[src/rtl/arot_pkg.sv]
package arot_pkg;

    localparam int ACC_W = 8;
    localparam int MSB   = ACC_W - 1;

    // flag byte bit positions
    localparam int F_C  = 0;
    localparam int F_N  = 1;
    localparam int F_PV = 2;
    localparam int F_X3 = 3;
    localparam int F_H  = 4;
    localparam int F_X5 = 5;
    localparam int F_Z  = 6;
    localparam int F_S  = 7;

    typedef logic [ACC_W-1:0] acc_t;

    typedef enum logic [1:0] {
        ROT_LEFT_THRU  = 2'b00,
        ROT_LEFT_CIRC  = 2'b01,
        ROT_RIGHT_THRU = 2'b10,
        ROT_RIGHT_CIRC = 2'b11
    } rot_op_e;

    typedef struct packed {
        acc_t value;
        logic carry;
    } shift_res_t;

    function automatic shift_res_t rotate_left(acc_t a, logic cin, logic circ);
        shift_res_t r;
        r.value = {a[MSB-1:0], (circ ? a[MSB] : cin)};
        r.carry = a[MSB];
        return r;
    endfunction

    function automatic shift_res_t rotate_right(acc_t a, logic cin, logic circ);
        shift_res_t r;
        r.value = {(circ ? a[0] : cin), a[MSB:1]};
        r.carry = a[0];
        return r;
    endfunction

endpackage

[src/rtl/arot_shifter.sv]
module arot_shifter
    import arot_pkg::*;
#(
    parameter bit HAS_RIGHT = 1'b1
)(
    input  acc_t       acc,
    input  logic       carry_in,
    input  rot_op_e    op,
    output shift_res_t res
);

    logic circular;
    assign circular = (op == ROT_LEFT_CIRC) || (op == ROT_RIGHT_CIRC);

    generate
        if (HAS_RIGHT) begin : g_both_dirs
            logic go_right;
            assign go_right = (op == ROT_RIGHT_THRU) || (op == ROT_RIGHT_CIRC);
            always_comb begin
                if (go_right) res = rotate_right(acc, carry_in, circular);
                else          res = rotate_left(acc, carry_in, circular);
            end
        end else begin : g_left_only
            always_comb res = rotate_left(acc, carry_in, circular);
        end
    endgenerate

endmodule

[src/rtl/arot_flag_merge.sv]
module arot_flag_merge
    import arot_pkg::*;
(
    input  acc_t result,
    input  logic carry_out,
    input  acc_t flags_prev,
    output acc_t flags_next
);

    always_comb begin
        flags_next       = '0;
        flags_next[F_S]  = flags_prev[F_S];
        flags_next[F_Z]  = flags_prev[F_Z];
        flags_next[F_PV] = flags_prev[F_PV];
        flags_next[F_X5] = result[F_X5];
        flags_next[F_X3] = result[F_X3];
        flags_next[F_H]  = 1'b0;
        flags_next[F_N]  = 1'b0;
        flags_next[F_C]  = carry_out;
    end

endmodule

[src/rtl/accum_rotate_unit.sv]
module accum_rotate_unit
    import arot_pkg::*;
#(
    parameter bit HAS_RIGHT = 1'b1
)(
    input  logic             clk,
    input  logic             rst,
    input  logic             op_valid,
    input  logic [1:0]       op_sel,
    input  logic [ACC_W-1:0] acc_in,
    input  logic [ACC_W-1:0] flags_in,
    output logic [ACC_W-1:0] acc_out,
    output logic [ACC_W-1:0] flags_out,
    output logic             done
);

    shift_res_t shifted;
    acc_t       flags_new;
    rot_op_e    op;

    assign op = rot_op_e'(op_sel);

    arot_shifter #(.HAS_RIGHT(HAS_RIGHT)) u_shift (
        .acc      (acc_in),
        .carry_in (flags_in[F_C]),
        .op       (op),
        .res      (shifted)
    );

    arot_flag_merge u_flags (
        .result     (shifted.value),
        .carry_out  (shifted.carry),
        .flags_prev (flags_in),
        .flags_next (flags_new)
    );

    always_ff @(posedge clk) begin
        if (rst) begin
            acc_out   <= '0;
            flags_out <= '0;
            done      <= 1'b0;
        end else begin
            done <= op_valid;
            if (op_valid) begin
                acc_out   <= shifted.value;
                flags_out <= flags_new;
            end
        end
    end

endmodule

[config.mk]
export PLATFORM = sky130hd
export DESIGN_NAME = accum_rotate_unit
export DESIGN_NICKNAME = d
export VERILOG_FILES = /design/src/rtl/arot_pkg.sv /design/src/rtl/arot_shifter.sv /design/src/rtl/arot_flag_merge.sv /design/src/rtl/accum_rotate_unit.sv
export SDC_FILE = /design/constraint.sdc
export NUM_CORES = 1
export LEC_CHECK = 0
export CELL_PAD_IN_SITES_DETAIL_PLACEMENT = 0
export CELL_PAD_IN_SITES_GLOBAL_PLACEMENT = 1
export CORE_ASPECT_RATIO = 1.75
export CORE_MARGIN = 5
export CORE_UTILIZATION = 30
export CTS_CLUSTER_DIAMETER = 200
export DETAILED_ROUTE_END_ITERATION = 10
export PLACE_DENSITY_LB_ADDON = 0.3
export SYNTH_ARGS = -nofsm -noshare
export SYNTH_HDL_FRONTEND = slang
export SYNTH_HIERARCHICAL = 1
export SYNTH_SLANG_ARGS = --single-unit
[constraint.sdc]
create_clock -name clk -period 1.2 [get_ports clk]
set_input_delay 0.12 -clock clk [delete_from_list [all_inputs] [get_ports clk]]
set_output_delay 0.12 -clock clk [all_outputs]
set_load 0.02 [all_outputs]
==> run summary, run 1 <==
Critical Path End Type - register
VDD IR max - 0.482 mV
Setup Viol. Count Final - 0
Chip Height - 79.3 um
sequential cell area fraction in the yosys report - 41.4%
final setup margin - 68.4 ps
Final min period - 1130 ps
Max Freq - 0.884 GHz
max-cap viol count - 0
# nets final - 128
Iteration-0 DRC Markers - 5
I/O Pins - 38
synthesized area - 822 sq um
total CTS buffers - 3
WHS Path Cells - 2
worst clock skew - 0 ps
HP Class - reg2reg
Mean Syn Cell Area - 10.7 sq um
Netlist cell types - 14
Syn Inst Count - 77
1st-pass router iterations - 2
yosys warns - 6
WP data arrival - 1270 ps
total grt overflow - 0
pin count of the biggest net entering global routing - 18
pre-CTS setup slack - -196 ps
Core Rows - 25
Reg2Reg Depth - 2
CP max-delay cell - clkdlybuf4s50_1
vias in the first global route - 634
max incr delay on CP - 470 ps
status - finished clean
DRC Markers - 0
port bufs - 33
pwr dens - 1140 nW/um^2
DR vias/cell - 4.54
Vias - 604
remaining antenna violation count after routing - 0
initial core utilization - 30.9%
H-tree depth - 1
WP data required - 1340 ps
Ant. Diodes - 0
layout cells sized above 1 - 13.2%
Core Region - 2660 sq um
routed len/inst - 12.5 um
CP Launch Type - primary input
Die ar. - 3930 sq um
Total GRT Usage - 9.09%
clk slew on worst S/H paths - 60 ps
crit path cell chain - clkdlybuf4s50_1 > buf_4 > mux2_4 > mux2i_1 > nor2_1
GP Congestion - 0.648
CP Class - in2reg
worst-path fanout max - 7
RSZ-0062 raised after global routing - false
period utilization - 94.3%
CTS Buffer Depth - 2
hpwl dp - 1360 um
Root Buffer - clkbuf_8
die width - 49.6 um
clock latency on the worst-skew pair - 240 ps
total power - 1.32 mW
first-pass GRT wire length - 2830 um
clock sink count - 17
CTS tree - yes
Yosys reg bits - 17
Layout area overhead - 40.6%
Lkg Pwr - 0.581 nW
final hold viol count - 0
Final Max Slew Viols - 0
initial antenna violation count - 0
final WL - 1670 um
==> critical path: cells and delay by family <==
family | cells | cell delay, ps
multiplexers | 2 | 450
AND/OR/NAND/NOR | 1 | 60
buffers and inverters | 2 | 640
==> where the power goes <==
part | internal, mW | switching [mW]
clock | 0.235 | 0.171
combinational | 0.162 | 0.134
sequential | 0.602 | 0.0173
==> worst paths after layout <==
| path | startpoint | to | slack (ps) |
|---|---|---|---|
| worst min-delay path | flags_out[2] | flags_out[2] | 480 |
| worst max-delay path | op_sel[1] | acc_out[2] | 70 |
| worst max register to register | flags_out[6] | flags_out[6] | 590 |
| worst min register to register | flags_out[2] | flags_out[2] | 480 |
==> synthesized netlist by cell type <==
cell type | instances | share of area [%]
buf_4 | 8 | 7.3
nand2_1 | 1 | 0.46
mux2_2 | 1 | 1.4
mux2i_1 | 18 | 22
o21ai_0 | 1 | 0.61
buf_12 | 1 | 2.4
mux2_4 | 6 | 11
dfxtp_1 | 17 | 41
nor2_1 | 17 | 7.8
buf_6 | 2 | 2.7
nor2b_1 | 1 | 0.76
conb_1 | 1 | 0.46
buf_2 | 2 | 1.2
a21oi_1 | 1 | 0.61
==> stage by stage <==
step           utilization, %  cell area (sq um)  hold WS [ps]  std cells  TNS (ps)
6_report                 43.5               1160           485        133         0
5_1_grt                  43.5               1160           515        133         0
4_1_cts                  43.5               1160           489        133         0
3_5_place_dp             42.6               1130           482        129     -1550
3_3_place_gp             42.6               1130           472        129     -1400
2_1_floorplan               -                826           349         78         0
==> what timing repair did <==
action / in CTS / in global routing
endpoints found under the setup margin: 17 / 0
setup buffers: 0 / 0
resized for setup: 17 / 0
hold buffers: 0 / 0
==> cell usage in the layout (no fill, tap or decap) <==
cell             Yosys  final
a21oi_1              1      1
mux2_4               6      6
mux2i_1             18     18
buf_12               1      2
buf_4                8      2
clkbuf_8             0      3
clkdlybuf4s50_1      0     16
nor2_1              17     17
clkbuf_1             0      1
nand2_1              1      1
mux2_2               1      1
o21ai_0              1      1
dfxtp_1             17     17
dlygate4sd2_1        0     17
conb_1               1      2
nor2b_1              1      1
==> sequential cells by signal (all words and copies together), names as in the netlist <==
register / count
acc_out: 8
flags_out: 8
done: 1
==> area by class of cell <==
class	count	area, sq um
Sequential cell	17	340
Tap cell	27	33.8
Timing Repair Buffer	37	364
Fill cell	271	1500
Multi-Input combinational cell	48	373
Clock buffer	4	45.0
==> metal layers <==
metal  track usage (%)  vias up  share of wire (%)
met2              15.7       26                 50
met1              9.47      275                 38
met4              3.94        0               0.90
met3              3.56        2                 11
met5                 0        -                  0
li1                  -      301                  -
==> logic make-up (layout without fill, tap and decap cells) <==
group	Yosys count	after routing	synth area share [%]
compound gates	2	2	1.22
buf+inv	13	41	13.7
flops	17	17	41.4
mux	25	25	34.2
other cells	1	2	0.456
simple gates	19	19	8.98
(Power assumes the default switching activity.)
==> inputs of run 2 (changes only) <==
--- a/config.mk
+++ b/config.mk
@@ -12,7 +12,9 @@
 export CORE_UTILIZATION = 30
 export CTS_CLUSTER_DIAMETER = 200
 export DETAILED_ROUTE_END_ITERATION = 10
+export HOLD_SLACK_MARGIN = 0.06
 export PLACE_DENSITY_LB_ADDON = 0.3
+export SKIP_LAST_GASP = 1
 export SYNTH_ARGS = -nofsm -noshare
 export SYNTH_HDL_FRONTEND = slang
 export SYNTH_HIERARCHICAL = 1
==> results of run 2 <==
Final layout, timing and power as in run 1 (identical DEF).
==> inputs of run 3 (changes only) <==
--- a/config.mk
+++ b/config.mk
@@ -7,7 +7,7 @@
 export LEC_CHECK = 0
 export CELL_PAD_IN_SITES_DETAIL_PLACEMENT = 0
 export CELL_PAD_IN_SITES_GLOBAL_PLACEMENT = 1
-export CORE_ASPECT_RATIO = 1.75
+export CORE_ASPECT_RATIO = 0.5
 export CORE_MARGIN = 5
 export CORE_UTILIZATION = 30
 export CTS_CLUSTER_DIAMETER = 200
==> run 3 against run 2 <==
Flip-flop and latch count stayed put; maximum frequency down 0.83%; cell area increased by 1.5%; via count shrank 3.5%; core utilization rose by 1.6 points; register-to-register slack about the same; critical path depth unchanged; final cell count rose by 6.8%; clock skew is the same; clock-buffer cell count stayed put.
==> run summary, run 3 (synthesis results as in run 1) <==
vias in the first global route - 604 (-4.7%)
status - finished clean
pwr dens - 1130 nW/um^2 (-1.2%)
Reg2Reg Depth - 2 (unchanged)
Core Region - 2600 sq um (-2.1%)
total grt overflow - 0 (unchanged)
Net Sw Frac - 24.4% (about the same)
CP Launch Type - primary input
total CTS buffers - 3 (unchanged)
1st-pass router iterations - 2 (unchanged)
Final min period - 1140 ps (+9.50 ps)
I/O Pins - 38 (unchanged)
Psw - 323 uW (+0.24%)
Setup Viol. Count Final - 0 (unchanged)
register area - 340 sq um (unchanged)
most common cell after layout, fill and taps aside - mux2i_1
CP Class - in2reg
Chip Height - 47.0 um (-41%)
Die ar. - 3950 sq um (+0.57%)
worst clock skew - 0 ps (unchanged)
clk slew on worst S/H paths - 60 ps (about the same)
Ant. Diodes - 0 (unchanged)
CTS Buffer Depth - 2 (unchanged)
Internal Dissipation - 1.00 mW (+0.26%)
Final Non-Filler Cells - 142 (+6.8%)
hpwl dp - 1380 um (+1.1%)
die width - 84.0 um (+70%)
GP Congestion - 0.713 (+10%)
DRC Markers - 0 (unchanged)
Core Rows - 13 (-48%)
port bufs - 33 (unchanged)
initial core utilization - 31.6% (+0.67 points)
Iteration-0 DRC Markers - 2 (-3)
remaining antenna violation count after routing - 0 (unchanged)
Top Registers - acc_out x8, flags_out x8, done x1
initial antenna violation count - 0 (unchanged)
layout cells sized above 1 - 12.4% (-0.83 points)
Max Freq - 0.876 GHz (-0.83%)
Critical Path End Type - register
routed len/inst - 12.2 um (-2.5%)
H-tree depth - 1 (unchanged)
Final Max Slew Viols - 0 (unchanged)
clock sink count - 17 (unchanged)
WP data required - 1340 ps (about the same)
# fillers - 262 (-3.3%)
final hold viol count - 0 (unchanged)
Layout area overhead - 42.8%
max-cap viol count - 0 (unchanged)
Placed Cells - 138 (+7.0%)
Gate power share - 22.8% (+0.4 points)
part of the power in the clock network - 30.5% (-0.2 points)
CTS tree - yes
worst-path fanout max - 11 (+4)
WP data arrival - 1280 ps (about the same)
Lkg Pwr - 0.581 nW (about the same)
final WL - 1740 um (+4.1%)
most frequent cells in the layout - mux2i_1 (18), nor2_1 (17), dfxtp_1 (17), dlygate4sd2_1 (17), clkdlybuf4s50_1 (16)
RSZ-0062 raised after global routing - false
sequential power share - 46.7% (-0.2 points)
VDD IR max - 0.559 mV (+16%)
HP Class - reg2reg
period utilization - 95.1% (+0.79 points)
# nets final - 127 (-0.78%)
Final TNS setup - 0 ps (unchanged)
pin count of the biggest net entering global routing - 18 (unchanged)
DR vias/cell - 4.11 (-9.6%)
WHS Path Cells - 2 (unchanged)
cts hold-fix bufs - 0 (unchanged)
Root Buffer - clkbuf_8
first-pass GRT wire length - 2820 um (-0.25%)
Total GRT Usage - 9.33% (+0.25 points)
footprint of the multi-input gates - 373 sq um (unchanged)
Vias - 583 (-3.5%)
clock latency on the worst-skew pair - 240 ps (about the same)
==> run 3: layer usage <==
| metal | wire, um | vias up | GRT usage, % |
|---|---|---|---|
| li1 | - | 297 | - |
| met1 | 765 | 268 | 11.2 |
| met2 | 876 | 18 | 16.0 |
| met3 | 95 | 0 | 3.68 |
| met4 | 0 | 0 | 2.88 |
| met5 | 0 | - | 0 |
==> run 3: area by class of cell <==
class                      instances  share of cell area, %
multi-input combinational         48                   31.8
timing repair buffer              36                   31.4
sequential                        17                   29.0
tap                               37                   3.94
clock buffer                       4                   3.84
==> run 3: path summary, 6_finish.rpt <==
path / end / from / slack (ps)
setup / recovery: acc_out[6] / op_sel[1] / 60
hold / removal: flags_out[1] / flags_out[1] / 490
setup reg to reg: flags_out[2] / flags_out[2] / 600
hold reg to reg: flags_out[1] / flags_out[1] / 490
==> run 3: what timing repair did <==
action	4_1_cts	5_1_grt
endpoints found under the setup margin	17	0
gates resized for setup	17	0
buffers inserted	0	0
==> run 3: worst max-delay path: stages <==
cell and delay [ps]:
clkdlybuf4s50_1 510, buf_12 150, mux2_2 330, mux2i_1 130
nor2_1 50
==> run 3: power groups by stage <==
| stage | logic [mW] | clock network (mW) | registers (mW) |
|---|---|---|---|
| 2_1_floorplan | 0.149 | 0 | 0.677 |
| 3_3_place_gp | 0.323 | 0 | 0.631 |
| 3_5_place_dp | 0.331 | 0 | 0.632 |
| 4_1_cts | 0.306 | 0.425 | 0.620 |
| 5_1_grt | 0.324 | 0.459 | 0.623 |
| 6_report | 0.301 | 0.404 | 0.619 |
==> run 3: per-stage QoR <==
stage	cell area, sq um	utilization (%)	hold WS, ps	setup WS [ps]	total power, mW
after floorplan	826	-	349	258	0.826
after global placement	1150	44.2	472	-170	0.954
after detailed placement	1150	44.2	481	-210	0.963
after CTS	1170	45.1	485	58.5	1.35
after global routing	1170	45.1	512	15.4	1.41
final	1170	45.1	485	58.9	1.32
